==> src/rtl/ptw_pkg.sv <==
package ptw_pkg;

    localparam int VA_W     = 32;
    localparam int OFF_W    = 12;
    localparam int IDX_W    = 10;
    localparam int PN_W     = VA_W - OFF_W;
    localparam int ENT_LOG2 = 2;
    localparam int DIR_LSB  = OFF_W + IDX_W;

    typedef struct packed {
        logic [PN_W-1:0] base;
        logic [4:0]      avail;
        logic            dirty;
        logic            accessed;
        logic            nocache;
        logic            wthru;
        logic            user;
        logic            writable;
        logic            present;
    } pt_entry_t;

    typedef enum logic [2:0] {
        ST_IDLE,
        ST_RD_DIR,
        ST_RD_TBL,
        ST_WB_DIR,
        ST_WB_TBL
    } walk_state_t;

    function automatic logic [VA_W-1:0] slot_addr(input logic [PN_W-1:0]  page,
                                                  input logic [IDX_W-1:0] idx);
        return {page, {OFF_W{1'b0}}} + VA_W'({idx, {ENT_LOG2{1'b0}}});
    endfunction

endpackage

==> src/rtl/ptw_addr_gen.sv <==
module ptw_addr_gen
    import ptw_pkg::*;
(
    input  logic [PN_W-1:0] dir_page,
    input  logic [PN_W-1:0] tbl_page,
    input  logic [PN_W-1:0] frame_page,
    input  logic [VA_W-1:0] lin,
    output logic [VA_W-1:0] dir_slot,
    output logic [VA_W-1:0] tbl_slot,
    output logic [VA_W-1:0] phys
);
    logic [IDX_W-1:0] dir_idx;
    logic [IDX_W-1:0] tbl_idx;
    logic [OFF_W-1:0] offset;

    assign dir_idx  = lin[VA_W-1:DIR_LSB];
    assign tbl_idx  = lin[DIR_LSB-1:OFF_W];
    assign offset   = lin[OFF_W-1:0];

    assign dir_slot = slot_addr(dir_page, dir_idx);
    assign tbl_slot = slot_addr(tbl_page, tbl_idx);
    assign phys     = {frame_page, offset};
endmodule

==> src/rtl/ptw_entry_eval.sv <==
module ptw_entry_eval
    import ptw_pkg::*;
#(
    parameter bit LEAF = 1'b0
) (
    input  pt_entry_t ent,
    input  logic      wr,
    output logic      present,
    output logic      wr_fault,
    output logic      needs_wb,
    output pt_entry_t upd
);
    logic mark_dirty;

    assign mark_dirty = LEAF & wr;
    assign present    = ent.present;
    assign wr_fault   = LEAF & wr & ~ent.writable;

    always_comb begin
        upd          = ent;
        upd.accessed = 1'b1;
        if (mark_dirty) begin
            upd.dirty = 1'b1;
        end
    end

    assign needs_wb = ~ent.accessed | (mark_dirty & ~ent.dirty);
endmodule

==> src/rtl/pt_walker.sv <==
module pt_walker
    import ptw_pkg::*;
(
    input  logic            clk,
    input  logic            rst,
    input  logic            req_valid,
    output logic            req_ready,
    input  logic [VA_W-1:0] req_lin,
    input  logic            req_write,
    input  logic            paging_en,
    input  logic [PN_W-1:0] dir_base,
    output logic            mem_req,
    output logic            mem_we,
    output logic [VA_W-1:0] mem_addr,
    output logic [VA_W-1:0] mem_wdata,
    input  logic            mem_ack,
    input  logic [VA_W-1:0] mem_rdata,
    output logic            done,
    output logic            fault,
    output logic [VA_W-1:0] phys_addr,
    output logic [VA_W-1:0] fault_addr
);
    walk_state_t     state;
    logic [VA_W-1:0] lin_q;
    logic            we_q;
    logic [PN_W-1:0] base_q;
    pt_entry_t       pde_q, pte_q;
    logic            done_q, fault_q;
    logic [VA_W-1:0] phys_q, faddr_q;

    pt_entry_t       pde_src, pte_src, pde_upd, pte_upd;
    logic            pde_present, pde_wr_fault, pde_needs_wb;
    logic            pte_present, pte_wr_fault, pte_needs_wb;
    logic [VA_W-1:0] dir_slot, tbl_slot, walk_phys;
    logic            accept;

    // Entry under inspection: live read data in the read state, else the capture
    assign pde_src = (state == ST_RD_DIR) ? pt_entry_t'(mem_rdata) : pde_q;
    assign pte_src = (state == ST_RD_TBL) ? pt_entry_t'(mem_rdata) : pte_q;

    ptw_entry_eval #(.LEAF(1'b0)) u_dir_eval (
        .ent      (pde_src),
        .wr       (we_q),
        .present  (pde_present),
        .wr_fault (pde_wr_fault),
        .needs_wb (pde_needs_wb),
        .upd      (pde_upd)
    );

    ptw_entry_eval #(.LEAF(1'b1)) u_tbl_eval (
        .ent      (pte_src),
        .wr       (we_q),
        .present  (pte_present),
        .wr_fault (pte_wr_fault),
        .needs_wb (pte_needs_wb),
        .upd      (pte_upd)
    );

    ptw_addr_gen u_addr (
        .dir_page   (base_q),
        .tbl_page   (pde_q.base),
        .frame_page (pte_src.base),
        .lin        (lin_q),
        .dir_slot   (dir_slot),
        .tbl_slot   (tbl_slot),
        .phys       (walk_phys)
    );

    assign req_ready = (state == ST_IDLE);
    assign accept    = req_valid & req_ready;

    always_comb begin
        mem_req   = 1'b0;
        mem_we    = 1'b0;
        mem_addr  = dir_slot;
        mem_wdata = pde_upd;
        unique case (state)
            ST_RD_DIR: begin
                mem_req  = 1'b1;
                mem_addr = dir_slot;
            end
            ST_RD_TBL: begin
                mem_req  = 1'b1;
                mem_addr = tbl_slot;
            end
            ST_WB_DIR: begin
                mem_req   = 1'b1;
                mem_we    = 1'b1;
                mem_addr  = dir_slot;
                mem_wdata = pde_upd;
            end
            ST_WB_TBL: begin
                mem_req   = 1'b1;
                mem_we    = 1'b1;
                mem_addr  = tbl_slot;
                mem_wdata = pte_upd;
            end
            default: ;
        endcase
    end

    always_ff @(posedge clk) begin
        if (rst) begin
            state   <= ST_IDLE;
            lin_q   <= '0;
            we_q    <= 1'b0;
            base_q  <= '0;
            pde_q   <= '0;
            pte_q   <= '0;
            done_q  <= 1'b0;
            fault_q <= 1'b0;
            phys_q  <= '0;
            faddr_q <= '0;
        end else begin
            done_q  <= 1'b0;
            fault_q <= 1'b0;
            unique case (state)
                ST_IDLE: begin
                    if (accept) begin
                        lin_q  <= req_lin;
                        we_q   <= req_write;
                        base_q <= dir_base;
                        if (paging_en) begin
                            state <= ST_RD_DIR;
                        end else begin
                            done_q <= 1'b1;
                            phys_q <= req_lin;
                        end
                    end
                end
                ST_RD_DIR: begin
                    if (mem_ack) begin
                        pde_q <= pde_src;
                        if (!pde_present) begin
                            fault_q <= 1'b1;
                            faddr_q <= lin_q;
                            state   <= ST_IDLE;
                        end else begin
                            state <= ST_RD_TBL;
                        end
                    end
                end
                ST_RD_TBL: begin
                    if (mem_ack) begin
                        pte_q <= pte_src;
                        if (!pte_present || pte_wr_fault || pde_wr_fault) begin
                            fault_q <= 1'b1;
                            faddr_q <= lin_q;
                            state   <= ST_IDLE;
                        end else if (pde_needs_wb) begin
                            state <= ST_WB_DIR;
                        end else if (pte_needs_wb) begin
                            state <= ST_WB_TBL;
                        end else begin
                            done_q <= 1'b1;
                            phys_q <= walk_phys;
                            state  <= ST_IDLE;
                        end
                    end
                end
                ST_WB_DIR: begin
                    if (mem_ack) begin
                        if (pte_needs_wb) begin
                            state <= ST_WB_TBL;
                        end else begin
                            done_q <= 1'b1;
                            phys_q <= walk_phys;
                            state  <= ST_IDLE;
                        end
                    end
                end
                ST_WB_TBL: begin
                    if (mem_ack) begin
                        done_q <= 1'b1;
                        phys_q <= walk_phys;
                        state  <= ST_IDLE;
                    end
                end
                default: state <= ST_IDLE;
            endcase
        end
    end

    assign done       = done_q;
    assign fault      = fault_q;
    assign phys_addr  = phys_q;
    assign fault_addr = faddr_q;
endmodule

==> config.mk <==
export PLATFORM = sky130hd
export DESIGN_NAME = pt_walker
export DESIGN_NICKNAME = d
export VERILOG_FILES = /design/src/rtl/ptw_pkg.sv /design/src/rtl/ptw_addr_gen.sv /design/src/rtl/ptw_entry_eval.sv /design/src/rtl/pt_walker.sv
export SDC_FILE = /design/constraint.sdc
export NUM_CORES = 1
export LEC_CHECK = 0
export ABC_AREA = 1
export ABC_CLOCK_PERIOD_IN_PS = 5800
export BUFFER_PORTS_ARGS = -buffer_cell sky130_fd_sc_hd__buf_2
export CORE_UTILIZATION = 50
export DETAILED_ROUTE_END_ITERATION = 12
export PLACE_DENSITY = 0.84
export SLEW_MARGIN = 40
export SYNTH_ARGS = -nofsm -noshare
export SYNTH_HDL_FRONTEND = slang
export SYNTH_HIERARCHICAL = 1
export SYNTH_SLANG_ARGS = --single-unit
==> constraint.sdc <==
create_clock -name clk -period 5.8 [get_ports clk]
set_clock_uncertainty 0.2 [all_clocks]
set_input_delay 0.87 -clock clk [delete_from_list [all_inputs] [get_ports clk]]
set_output_delay 0.87 -clock clk [all_outputs]
set_load 0.01 [all_outputs]
; Word-level counts from Yosys, hierarchy flattened
; Cells that the tools add are included.
[totals]
regBits = 186
inputBits = 90
out_inout_bits = 133
elab_cells = 110
[op_classes]
add_sub_neg = 2
n_eq_ne = 15
muxes = 46
n_bitwise = 7
n_reduce_logical = 14
[op_table]
columns = operator, n
row1 = $mux W32, 16
row2 = $pmux W32 S4, 1
row3 = $add A32 B12 Y32, 2
row4 = $pmux W32 S2, 1
row5 = $mux W3, 9
row6 = $ne A2 B2 Y1 const B, 8
row7 = $mux W1, 15
row8 = $pmux W3 S5, 1
row9 = $reduce_and A8 Y1, 1
row10 = $eq A3 B2 Y1 const B, 2
row11 = $ne A2 B1 Y1 const B, 3
row12 = $reduce_and A2 Y1, 3
row13 = $reduce_and A6 Y1, 1
row14 = $reduce_and A5 Y1, 1
row15 = $pmux W1 S4, 1
row16 = $reduce_bool A4 Y1, 1
row17 = $reduce_or A2 Y1, 2
row18 = $reduce_or A4 Y1, 1
row19 = $and A1 B1 Y1, 3
row20 = $eq A3 B1 Y1 const B, 1
row21 = $eq A3 B3 Y1 const B, 1
row22 = $logic_not A3 Y1, 1
row23 = $not A1 Y1, 3
row24 = $mux W2, 1
row25 = other kinds (5), 5

; Logic depth before layout (Yosys ltp)
; Gate-level depths: netlist (run 1).
[logic_depth]
depth_word = 10
depth_mapped = 18
ltp_nobuf = 14

; Hierarchy
; Netlist (run 1), hierarchy kept.
[modules_own_cells]
columns = module, n_inst, cells_each, area_per_inst_um2, seq_area_each_um2
row1 = pt_walker, 1, 1431, 9197.6, 3723.6
row2 = ptw_addr_gen, 1, 97, 724.4, 0.0
row3 = ptw_entry_eval at u_tbl_eval, 1, 39, 269.0, 0.0
row4 = ptw_entry_eval at u_dir_eval, 1, 37, 266.5, 0.0

; Worst setup path before layout (run 1)
; Ideal clock, no wire load.
[synth_timing]
path_type = register -> output
from = reg state[1]
to = out mem_wdata[1]
arrival_ns = 1.530
t_required_ns = 4.730
setup_slack_ns = 3.200
stages_incl_launch_ff = 10
path_buffers = 3
path_cell_list = dfxtp_1 buf_2 inv_2 nor2_1 nand2_2 clkbuf_1 nand2_1 nand2_1 buf_4 mux2_2
[synth_rtl]
columns = element, line_no
row1 = from (decl), pt_walker.sv:23  ; walk_state_t state;
row2 = from (signal assigned), pt_walker.sv:104  ; state <= ST_IDLE;
row3 = from (signal assigned), pt_walker.sv:124  ; state <= ST_RD_DIR;
row4 = from (signal assigned), pt_walker.sv:137  ; state <= ST_IDLE;
row5 = to (decl), pt_walker.sv:15  ; output logic [VA_W-1:0] mem_wdata,

; Worst setup path in the final report (run 1)
[layout_timing]
from = reg state[1]
to = out mem_addr[12]
[layout_between]
elab_chain_cells = 3
word_cells_on_any_way = 4
classes_between = eq/ne: 2 / mux: 1 / reduce/logical: 1
[layout_rtl]
columns = element, line_no
row1 = $eq A3 B2 Y1 or $eq A3 B3 Y1 (tied branches), pt_walker.sv:77  ; unique case (state)
row2 = $reduce_or A2 Y1 (no line) (*), n/a
row3 = $mux W32 (*), pt_walker.sv:77
row4 = to (decl), pt_walker.sv:14  ; output logic [VA_W-1:0] mem_addr,
; Every way passes the cells marked *; elsewhere a longest branch is shown, timed or not.

==> results.toml, run 1 <==
[cells_and_area]
nets = 1679
layout.filler_cells = 2009
flow.area_growth_from_synthesis_pct = 4.65
post-route-util = 0.537
most-common-layout-cells = "465 x nand2_1, 238 x nor2_1, 219 x buf_2"
drive_gt1_frac = 0.199
most_common_library_cell_in_the_layout_ignoring_fill_and_taps = "nand2_1"

[drt]
route.detailed.vias_per_inst = 5.27
num_vias = 9867
ant_nets = 0
drc = 0
dr.pass1.iters = 6
drt-total-wl_um = 29000
detailedRoute.firstIterationViolations = 1029
wl_per_cell_um = 15.5

[worst_setup_path]
worstPathMaxFanout = 35
crit_required_ns = 4.73
crit_slowest_cell = "dfxtp_1"
arrival_time_reported_for_the_critical_path_endpoint_ns = 2.79
timing.setup.critical_path_class = "flop to primary output"
start_kind = "flop"
timing.critical_path.mode_cell = "nand2_1"
critPathCaptureType = "primary output"
worstPathCellList = "inv_2, nor2_1, nand2_2, nand2_1, buf_4, nand2_1, nand2_1, buf_2"
highest_cell_delay_on_the_worst_timing_path_ns = 0.54
r2r.worst_path.cells = 14

[clock_network]
clock_latency_at_the_later_pin_of_the_worst_skew_pair_ns = 0.44
post_cts_hold_buffer_count = 0
cts.sink_count = 186
post_cts_resize_count = 0
number_of_buffers_between_clock_root_and_the_deepest_sink = 2
cts.reportedPaths.clkPinSlew_ns = 0.07
cts_tree = "yes"
cts.repair_timing.setup_buffer_count = 0
clock_tree.htree_level_count = 4
cts_made_buffers = 17
clk_root_buffer_cell = "clkbuf_16"

[global_routing]
grt_max_degree = 112
antenna_found_initial = 3
grt_overflow = 0
via_count_of_the_first_global_routing_pass = 8679
grt_first_pass_wirelength_um = 45500
global_route_total_usage_across_every_layer = 0.267

[sta]
report.final.slew_viol_count = 0
maxClockFrequency_ghz = 0.259
worst_pin_slew_ns = 0.826
setup_tns_ns = 0
timing.final.setup_violations = 0
hold_viol = 0
maxSlewHeadroom = 0.449
finalWorstPathRequiredPeriod_ns = 3.86
final.period_utilization = 0.665
grt_setup_unrepaired = "no"

[run_status]
run_status = "finished clean"

[yosys]
synth_warnings = 6
yosys_register_bits = 186
netlist_area_mm2 = 0.0105
synth_cells = 1604
netlist-cell-type-count = 25
synth_area_leaders = "dfxtp_1 36%, nand2_1 17%, buf_4 12%"
synth_top_area_cell = "dfxtp_1"
synth-seq-area-share = 0.356
mean_syn_cell_area_um2 = 6.52
synth_largest_type_area_fraction = 0.356

[floorplan]
core_area_mm2 = 0.0204
floorplan.die.width_um = 147
dieHeight_um = 147
io-pin-count = 223
initial_utilization = 0.514
floorplan.die_area_mm2 = 0.0215
num_rows = 52

[placement]
number_of_input_and_output_port_buffers_inserted = 219
dp_hpwl_um = 19700
gp_congestion = 0.945

[min_path]
min_delay_path_depth = 2
worstHoldPathType = "flop to flop"

[power]
powerDensity_mw_per_mm2 = 499
power.ir.vdd_worst_mv = 0.246
power_leakage_uw = 0.00556

[run]
drv_cap = 0
metal layers:
layer	GRT usage	vias up	share of wire
met3	0.0516	50	0.086
li1	-	4855	-
met2	0.418	462	0.46
met1	0.357	4500	0.42
met4	0.110	0	0.032
met5	0	-	0
synth_stat cells:
| library cell | instances |
|---|---|
| a21oi_1 | 86 |
| buf_1 | 4 |
| buf_2 | 36 |
| buf_4 | 162 |
| buf_6 | 3 |
| clkbuf_1 | 61 |
| clkinv_1 | 2 |
| conb_1 | 4 |
| dfxtp_1 | 186 |
| inv_1 | 76 |
| inv_2 | 1 |
| inv_4 | 1 |
| mux2_2 | 32 |
| nand2_1 | 468 |
| nand2_2 | 4 |
| nand2_4 | 1 |
| nand3_1 | 97 |
| nand3_4 | 1 |
| nand3b_1 | 1 |
| nand4_1 | 32 |
| nor2_1 | 241 |
| nor2_2 | 4 |
| nor2_4 | 2 |
| o21ai_0 | 98 |
| o21ai_1 | 1 |
worst max-delay path, delay by kind of cell, from the launching register on:
kind                   cells  cell delay (ns)
buffers and inverters      3             0.63
DFF                        1             0.54
and+or+nand+nor            5             1.18
worst paths after layout:
path                          startpoint                           to  slack [ns]
setup / recovery   state[1]$_SDFFE_PP0P_                 mem_addr[12]        1.94
hold reg to reg   base_q[2]$_SDFFE_PP0P_       base_q[2]$_SDFFE_PP0P_        0.27
hold / removal    base_q[2]$_SDFFE_PP0P_       base_q[2]$_SDFFE_PP0P_        0.27
setup reg to reg   state[2]$_SDFFE_PP0P_  fault_addr[30]$_SDFFE_PP0P_        1.98
sequential cells by signal, indices dropped and copies added, names as in the netlist:
signal / count
fault: 1
pte_q: 32
we_q: 1
base_q: 20
pde_q: 32
phys_addr: 32
lin_q: 32
fault_addr: 32
done: 1
state: 3
area by class of cell:
cell class	instances	area, µm²	area share
multi-input cells	1075	4800	0.439
well taps	270	338	0.0309
inverters	80	308	0.0281
repair buffers	229	1190	0.109
clock inverters	13	131	0.0120
diodes	2	5.00	0.000457
clock buffers	19	443	0.0405
flip-flops and latches	186	3720	0.340
logic make-up after synthesis:
kind of cell | count (synthesis) | share of synthesized area
buffers and inverters | 346 | 0.189
flip-flops | 186 | 0.356
other | 4 | 0.00144
AND/OR/NAND/NOR | 851 | 0.330
AO/OA/AOI/OAI | 185 | 0.0885
multiplexers | 32 | 0.0345
metrics by stage:
step | worst slack (ns) | power, µW | instances | instance area [µm²] | hold slack [ns]
6_report | 1.94 | 5460 | 1874 | 10900 | 0.273
5_1_grt | 1.66 | 5840 | 1873 | 10900 | 0.289
4_1_cts | 1.95 | 5440 | 1872 | 10900 | 0.270
3_5_place_dp | 2.04 | 4290 | 1840 | 10400 | 0.260
3_3_place_gp | 2.04 | 4220 | 1839 | 10300 | 0.251
2_1_floorplan | 3.20 | 3990 | 1607 | 10500 | 0.241
power breakdown:
part           internal, µW  switching, µW
registers              1610            208
clock network           615            544
logic                   855           1630
total                  3080           2380
Power figures use the tool's default switching activity.
==> run 2: changes to the inputs <==
--- a/config.mk
+++ b/config.mk
@@ -6,7 +6,7 @@
 export NUM_CORES = 1
 export LEC_CHECK = 0
 export ABC_AREA = 1
-export ABC_CLOCK_PERIOD_IN_PS = 5800
+export ABC_CLOCK_PERIOD_IN_PS = 4000
 export BUFFER_PORTS_ARGS = -buffer_cell sky130_fd_sc_hd__buf_2
 export CORE_UTILIZATION = 50
 export DETAILED_ROUTE_END_ITERATION = 12
==> constraint.sdc (replaced) <==
create_clock -name clk -period 4 [get_ports clk]
set_clock_uncertainty 0.2 [all_clocks]
set_input_delay 0.6 -clock clk [delete_from_list [all_inputs] [get_ports clk]]
set_output_delay 0.6 -clock clk [all_outputs]
set_load 0.01 [all_outputs]
==> results.toml, run 2 (synthesis results as in run 1) <==
[run_status]
run_status = "finished clean"

[floorplan]
initial_utilization = 0.514
floorplan.die_area_mm2 = 0.0215
floorplan.die.width_um = 147
io-pin-count = 223
core_area_mm2 = 0.0204
dieHeight_um = 147
num_rows = 52

[power]
internal_power_uw = 4450
pwr-share-clk = 0.209
power.ir.vdd_worst_mv = 0.329
total_power_uw = 7970
power.sequential.fraction = 0.329
power.combinational.fraction = 0.462
power_leakage_uw = 0.00561
powerDensity_mw_per_mm2 = 724
net-switching-power_uw = 3510
switching_part_of_the_total_power = 0.441

[placement]
gp_congestion = 0.908
dp_hpwl_um = 19900
number_of_input_and_output_port_buffers_inserted = 219
placed_cell_area_mm2 = 0.0104

[worst_setup_path]
start_kind = "flop"
crit-reg2reg-capture = "fault_addr[1]$_SDFFE_PP0P_"
arrival_time_reported_for_the_critical_path_endpoint_ns = 2.82
crit_required_ns = 3.20
startpoint = "state[1]$_SDFFE_PP0P_"
timing.setup.critical_path_class = "flop to primary output"
regToRegSetupSlack_ns = 0.75
worstPathMaxFanout = 35
r2r.worst_path.cells = 13
critPathCaptureType = "primary output"
worst_r2r_startpoint = "state[1]$_SDFFE_PP0P_"

[sta]
hold_viol = 0
worst_pin_slew_ns = 0.723
timing.final.setup_violations = 0
maxClockFrequency_ghz = 0.276
setup_tns_ns = 0
finalWorstPathRequiredPeriod_ns = 3.62
report.final.slew_viol_count = 0
grt_setup_unrepaired = "no"
final.period_utilization = 0.906
maxSlewHeadroom = 0.517

[drt]
detailedRoute.firstIterationViolations = 920
drc = 0
ant_nets = 0
wl_per_cell_um = 15.5
dr.pass1.iters = 7
route.detailed.vias_per_inst = 5.25
num_vias = 9888
drt-total-wl_um = 29200

[clock_network]
clock_tree.htree_level_count = 4
clk_root_buffer_cell = "clkbuf_16"
clock_latency_at_the_later_pin_of_the_worst_skew_pair_ns = 0.45
cts_tree = "yes"
cts.repair_timing.setup_buffer_count = 0
cts.sink_count = 186
number_of_buffers_between_clock_root_and_the_deepest_sink = 2
cts_made_buffers = 17
post_cts_hold_buffer_count = 0
post_cts_resize_count = 0
cts.reportedPaths.clkPinSlew_ns = 0.08

[cells_and_area]
drive_gt1_frac = 0.201
nets = 1686
finalInstanceArea_mm2 = 0.0110
most-common-layout-cells = "465 x nand2_1, 238 x nor2_1, 219 x buf_2"
most_common_library_cell_in_the_layout_ignoring_fill_and_taps = "nand2_1"
flow.area_growth_from_synthesis_pct = 5.20

[global_routing]
global_route_total_usage_across_every_layer = 0.267
grt_first_pass_wirelength_um = 45400
via_count_of_the_first_global_routing_pass = 8552
grt_max_degree = 96
grt_overflow = 0
antenna_found_initial = 3

[min_path]
min_delay_path_depth = 3
timing.hold.worst.start = "dir_base[15]"
worstHoldPathType = "input port to flop"
holdPathEnd = "base_q[15]$_SDFFE_PP0P_"

[run]
drv_cap = 0
-- run 2: changes by cell type in the layout (fill, tap and decap cells not counted), sizes merged --
cell,change
clkinvlp,-1
diode,+1
bufinv,-1
buf,+7
clkbuf,-1
inv,+2
clkinv,+1
-- run 2: worst max-delay path: stages, from the launching register on --
cell     delay (ns)
dfxtp_1        0.54
nand2_4        0.32
nor2_4         0.54
buf_4          0.37
nand2_1        0.09
nand2_1        0.17
mux2_2         0.20
buf_2          0.14
-- run 2: cell type report --
class	instances	area, µm²
inverter	80	305
fill	1999	9360
sequential	186	3720
multi-input combinational	1075	4800
timing repair buffer	236	1260
tap	270	338
clock inverter	14	128
antenna	3	7.51
clock buffer	18	439
-- run 2: power by group through the flow --
stage | Combinational (µW) | Clock [µW] | Sequential (µW)
final | 3680 | 1670 | 2620
after global routing | 4090 | 1750 | 2670
after CTS | 3650 | 1670 | 2610
after detailed placement | 3630 | 0 | 2650
after global placement | 3550 | 0 | 2640
after floorplan | 3130 | 0 | 2650
-- run 2: routing by layer --
layer / up-vias / share of wire / global-route usage
met2: 490 / 0.45 / 0.412
met5: - / 0 / 0
li1: 4865 / - / -
met3: 71 / 0.090 / 0.0513
met4: 0 / 0.035 / 0.118
met1: 4462 / 0.42 / 0.361
-- run 2: stage by stage --
step / std cells / hold slack, ns / worst slack [ns] / utilization
after global placement: 1847 / 0.250 / 0.913 / 0.512
after floorplan: 1607 / 0.241 / 1.59 / -
final: 1882 / 0.214 / 0.376 / 0.540
after CTS: 1879 / 0.208 / 0.448 / 0.540
after global routing: 1880 / 0.207 / 0.252 / 0.540
after detailed placement: 1847 / 0.255 / 0.770 / 0.512
-- run 2: how the worst max path moves through the flow --
stage                                      end  depth (start not counted)  slack [ns]
detailed placement  fault_addr[1]$_SDFFE_PP0P_                         13        0.77
global route                      mem_addr[30]                          8        0.25
CTS                               mem_addr[14]                          8        0.45
global placement    fault_addr[0]$_SDFFE_PP0P_                         13        0.91
floorplan           phys_addr[14]$_SDFFE_PP0P_                         14        1.59
finish                           mem_wdata[24]                          7        0.38
==> run 3: changes to the inputs <==
--- a/config.mk
+++ b/config.mk
@@ -7,12 +7,11 @@
 export LEC_CHECK = 0
 export ABC_AREA = 1
 export ABC_CLOCK_PERIOD_IN_PS = 4000
-export BUFFER_PORTS_ARGS = -buffer_cell sky130_fd_sc_hd__buf_2
 export CORE_UTILIZATION = 50
 export DETAILED_ROUTE_END_ITERATION = 12
-export PLACE_DENSITY = 0.84
+export DONT_BUFFER_PORTS = 1
+export PLACE_DENSITY = 0.75
 export SLEW_MARGIN = 40
 export SYNTH_ARGS = -nofsm -noshare
 export SYNTH_HDL_FRONTEND = slang
-export SYNTH_HIERARCHICAL = 1
 export SYNTH_SLANG_ARGS = --single-unit
==> results.toml, run 3 <==
[placement]
gp_congestion = 0.904
number_of_input_and_output_port_buffers_inserted = 0
dp_hpwl_um = 18400

[worst_setup_path]
worstPathMaxFanout = 47
critPathCaptureType = "primary output"
regToRegSetupSlack_ns = 0.99
crit_required_ns = 3.20
timing.setup.critical_path_class = "flop to primary output"
start_kind = "flop"
worst_r2r_startpoint = "state[1]$_SDFFE_PP0P_"
crit-reg2reg-capture = "fault_addr[16]$_SDFFE_PP0P_"
r2r.worst_path.cells = 10
arrival_time_reported_for_the_critical_path_endpoint_ns = 2.68

[run_status]
run_status = "finished clean"

[sta]
setup_tns_ns = 0
finalWorstPathRequiredPeriod_ns = 3.48
worst_pin_slew_ns = 0.778
grt_setup_unrepaired = "no"
hold_viol = 0
maxClockFrequency_ghz = 0.287
report.final.slew_viol_count = 0
maxSlewHeadroom = 0.481
final.period_utilization = 0.871
hold_slack_ns = 0.0316
timing.final.setup_violations = 0

[power]
power.sequential.fraction = 0.364
switching_part_of_the_total_power = 0.455
power_leakage_uw = 0.00431
internal_power_uw = 4210
net-switching-power_uw = 3510
power.combinational.fraction = 0.428
pwr-share-clk = 0.208
power.ir.vdd_worst_mv = 0.353
powerDensity_mw_per_mm2 = 793

[floorplan]
floorplan.die.width_um = 137
num_rows = 48
initial_utilization = 0.518
floorplan.die_area_mm2 = 0.0187
io-pin-count = 223
core_area_mm2 = 0.0175
dieHeight_um = 137

[yosys]
netlist_area_mm2 = 0.00906
synth_warnings = 0
synth-seq-area-share = 0.411
synth_area_leaders = "dfxtp_1 41%, o21ai_0 12%, nand2_1 12%"
synth_top_area_cell = "dfxtp_1"
netlist-cell-type-count = 20
synth_most_common_cell = "nand2_1"
yosys_register_bits = 186
yosys-top-cells-count = "283 x nand2_1, 214 x o21ai_0, 186 x dfxtp_1"
synth_edf_count = 0
async_reset_ff_frac = 0
synth_cells = 1400
mean_syn_cell_area_um2 = 6.47
postSynth.topFlopCell = "dfxtp_1"
synth_largest_type_area_fraction = 0.411

[cells_and_area]
most_common_library_cell_in_the_layout_ignoring_fill_and_taps = "nand2_1"
drive_gt1_frac = 0.0678
flow.area_growth_from_synthesis_pct = 7.58
area_of_the_multi_input_gates_mm2 = 0.00428
layout.filler_cells = 1750
sequential_cell_area_mm2 = 0.00372
num_antenna_cells = 0
nets = 1434
most-common-layout-cells = "279 x nand2_1, 214 x o21ai_0, 186 x dfxtp_1"

[drt]
detailedRoute.firstIterationViolations = 913
ant_nets = 0
drt-total-wl_um = 26900
num_vias = 8829
wl_per_cell_um = 17.0
dr.pass1.iters = 5
drc = 0
route.detailed.vias_per_inst = 5.58

[min_path]
worstHoldPathType = "input port to flop"
timing.hold.worst.start = "rst"
holdPathEnd = "state[0]$_SDFFE_PP0P_"
min_delay_path_depth = 1

[global_routing]
grt_first_pass_wirelength_um = 41500
grt_overflow = 0
via_count_of_the_first_global_routing_pass = 7504
grt_max_degree = 107
antenna_found_initial = 0
global_route_total_usage_across_every_layer = 0.289

[clock_network]
cts.reportedPaths.clkPinSlew_ns = 0.07
cts.sink_count = 186
clock_tree.htree_level_count = 4
clk_root_buffer_cell = "clkbuf_16"
number_of_buffers_between_clock_root_and_the_deepest_sink = 2
clock_latency_at_the_later_pin_of_the_worst_skew_pair_ns = 0.44
cts_made_buffers = 17
cts_tree = "yes"
post_cts_resize_count = 0
cts.repair_timing.setup_buffer_count = 0
post_cts_hold_buffer_count = 0

[run]
drv_cap = 0
-- run 3: cell types whose count changed in the layout (fill, tap and decap cells not counted), sizes merged, moves of 31 or more --
cell / before / now
mux2: 32 / 0
nand2: 473 / 286
nand3: 98 / 67
o21ai: 99 / 222
nor2: 247 / 166
a21oi: 86 / 124
nand4: 32 / 66
buf: 236 / 36
inv: 87 / 168
-- run 3: worst max path at each step --
| stage | end | slack [ns] | from |
|---|---|---|---|
| 2_1_floorplan | mem_wdata[11] | 1.56 | state[0]$_SDFFE_PP0P_ |
| 3_3_place_gp | mem_wdata[10] | 0.97 | state[0]$_SDFFE_PP0P_ |
| 3_5_place_dp | mem_wdata[1] | 1.04 | state[1]$_SDFFE_PP0P_ |
| 4_1_cts | mem_wdata[1] | 0.57 | state[0]$_SDFFE_PP0P_ |
| 5_1_grt | mem_wdata[1] | 0.37 | state[0]$_SDFFE_PP0P_ |
| 6_report | mem_wdata[1] | 0.52 | state[1]$_SDFFE_PP0P_ |
-- run 3: kinds of logic after synthesis --
| logic type | count (synthesis) | share of synthesized area |
|---|---|---|
| buf+inv | 279 | 0.122 |
| compound gates | 347 | 0.192 |
| simple gates | 586 | 0.274 |
| other cells | 2 | 0.000829 |
| flops | 186 | 0.411 |
-- run 3: layout make-up --
class,count,share of cell area
Multi-Input combinational cell,936,0.439
Sequential cell,186,0.382
Inverter,167,0.0646
Clock buffer,20,0.0458
Timing Repair Buffer,36,0.0290
Tap cell,225,0.0289
Clock inverter,11,0.0101
-- run 3: routing by layer --
| layer | GRT usage | up-vias | wire, µm |
|---|---|---|---|
| met5 | 0 | - | 0 |
| met4 | 0.0840 | 0 | 495 |
| met3 | 0.0811 | 37 | 2740 |
| met2 | 0.449 | 411 | 12300 |
| met1 | 0.388 | 3986 | 11300 |
| li1 | - | 4395 | - |
-- run 3: worst max-delay path: stages (launching register included) --
cell and delay (ns):
dfxtp_1 0.52, nor2_1 0.17, nand2_2 0.37, buf_4 0.53, o21ai_0 0.18, o21ai_0 0.45
-- run 3: metrics by stage --
step	worst slack, ns	total power [µW]	util	cell area (µm²)	std cells
after CTS	0.567	7740	0.557	9740	1581
after global placement	0.967	6070	0.525	9180	1550
after global routing	0.374	8320	0.557	9740	1581
after floorplan	1.56	5300	-	9060	1401
final	0.516	7720	0.557	9740	1581
after detailed placement	1.04	6140	0.526	9200	1550
-- run 3: power groups by stage --
stage	clock network, µW	logic [µW]	registers, µW
4_1_cts	1620	3310	2810
3_3_place_gp	0	3230	2850
6_report	1610	3310	2810
2_1_floorplan	0	2570	2730
3_5_place_dp	0	3290	2850
5_1_grt	1710	3740	2870
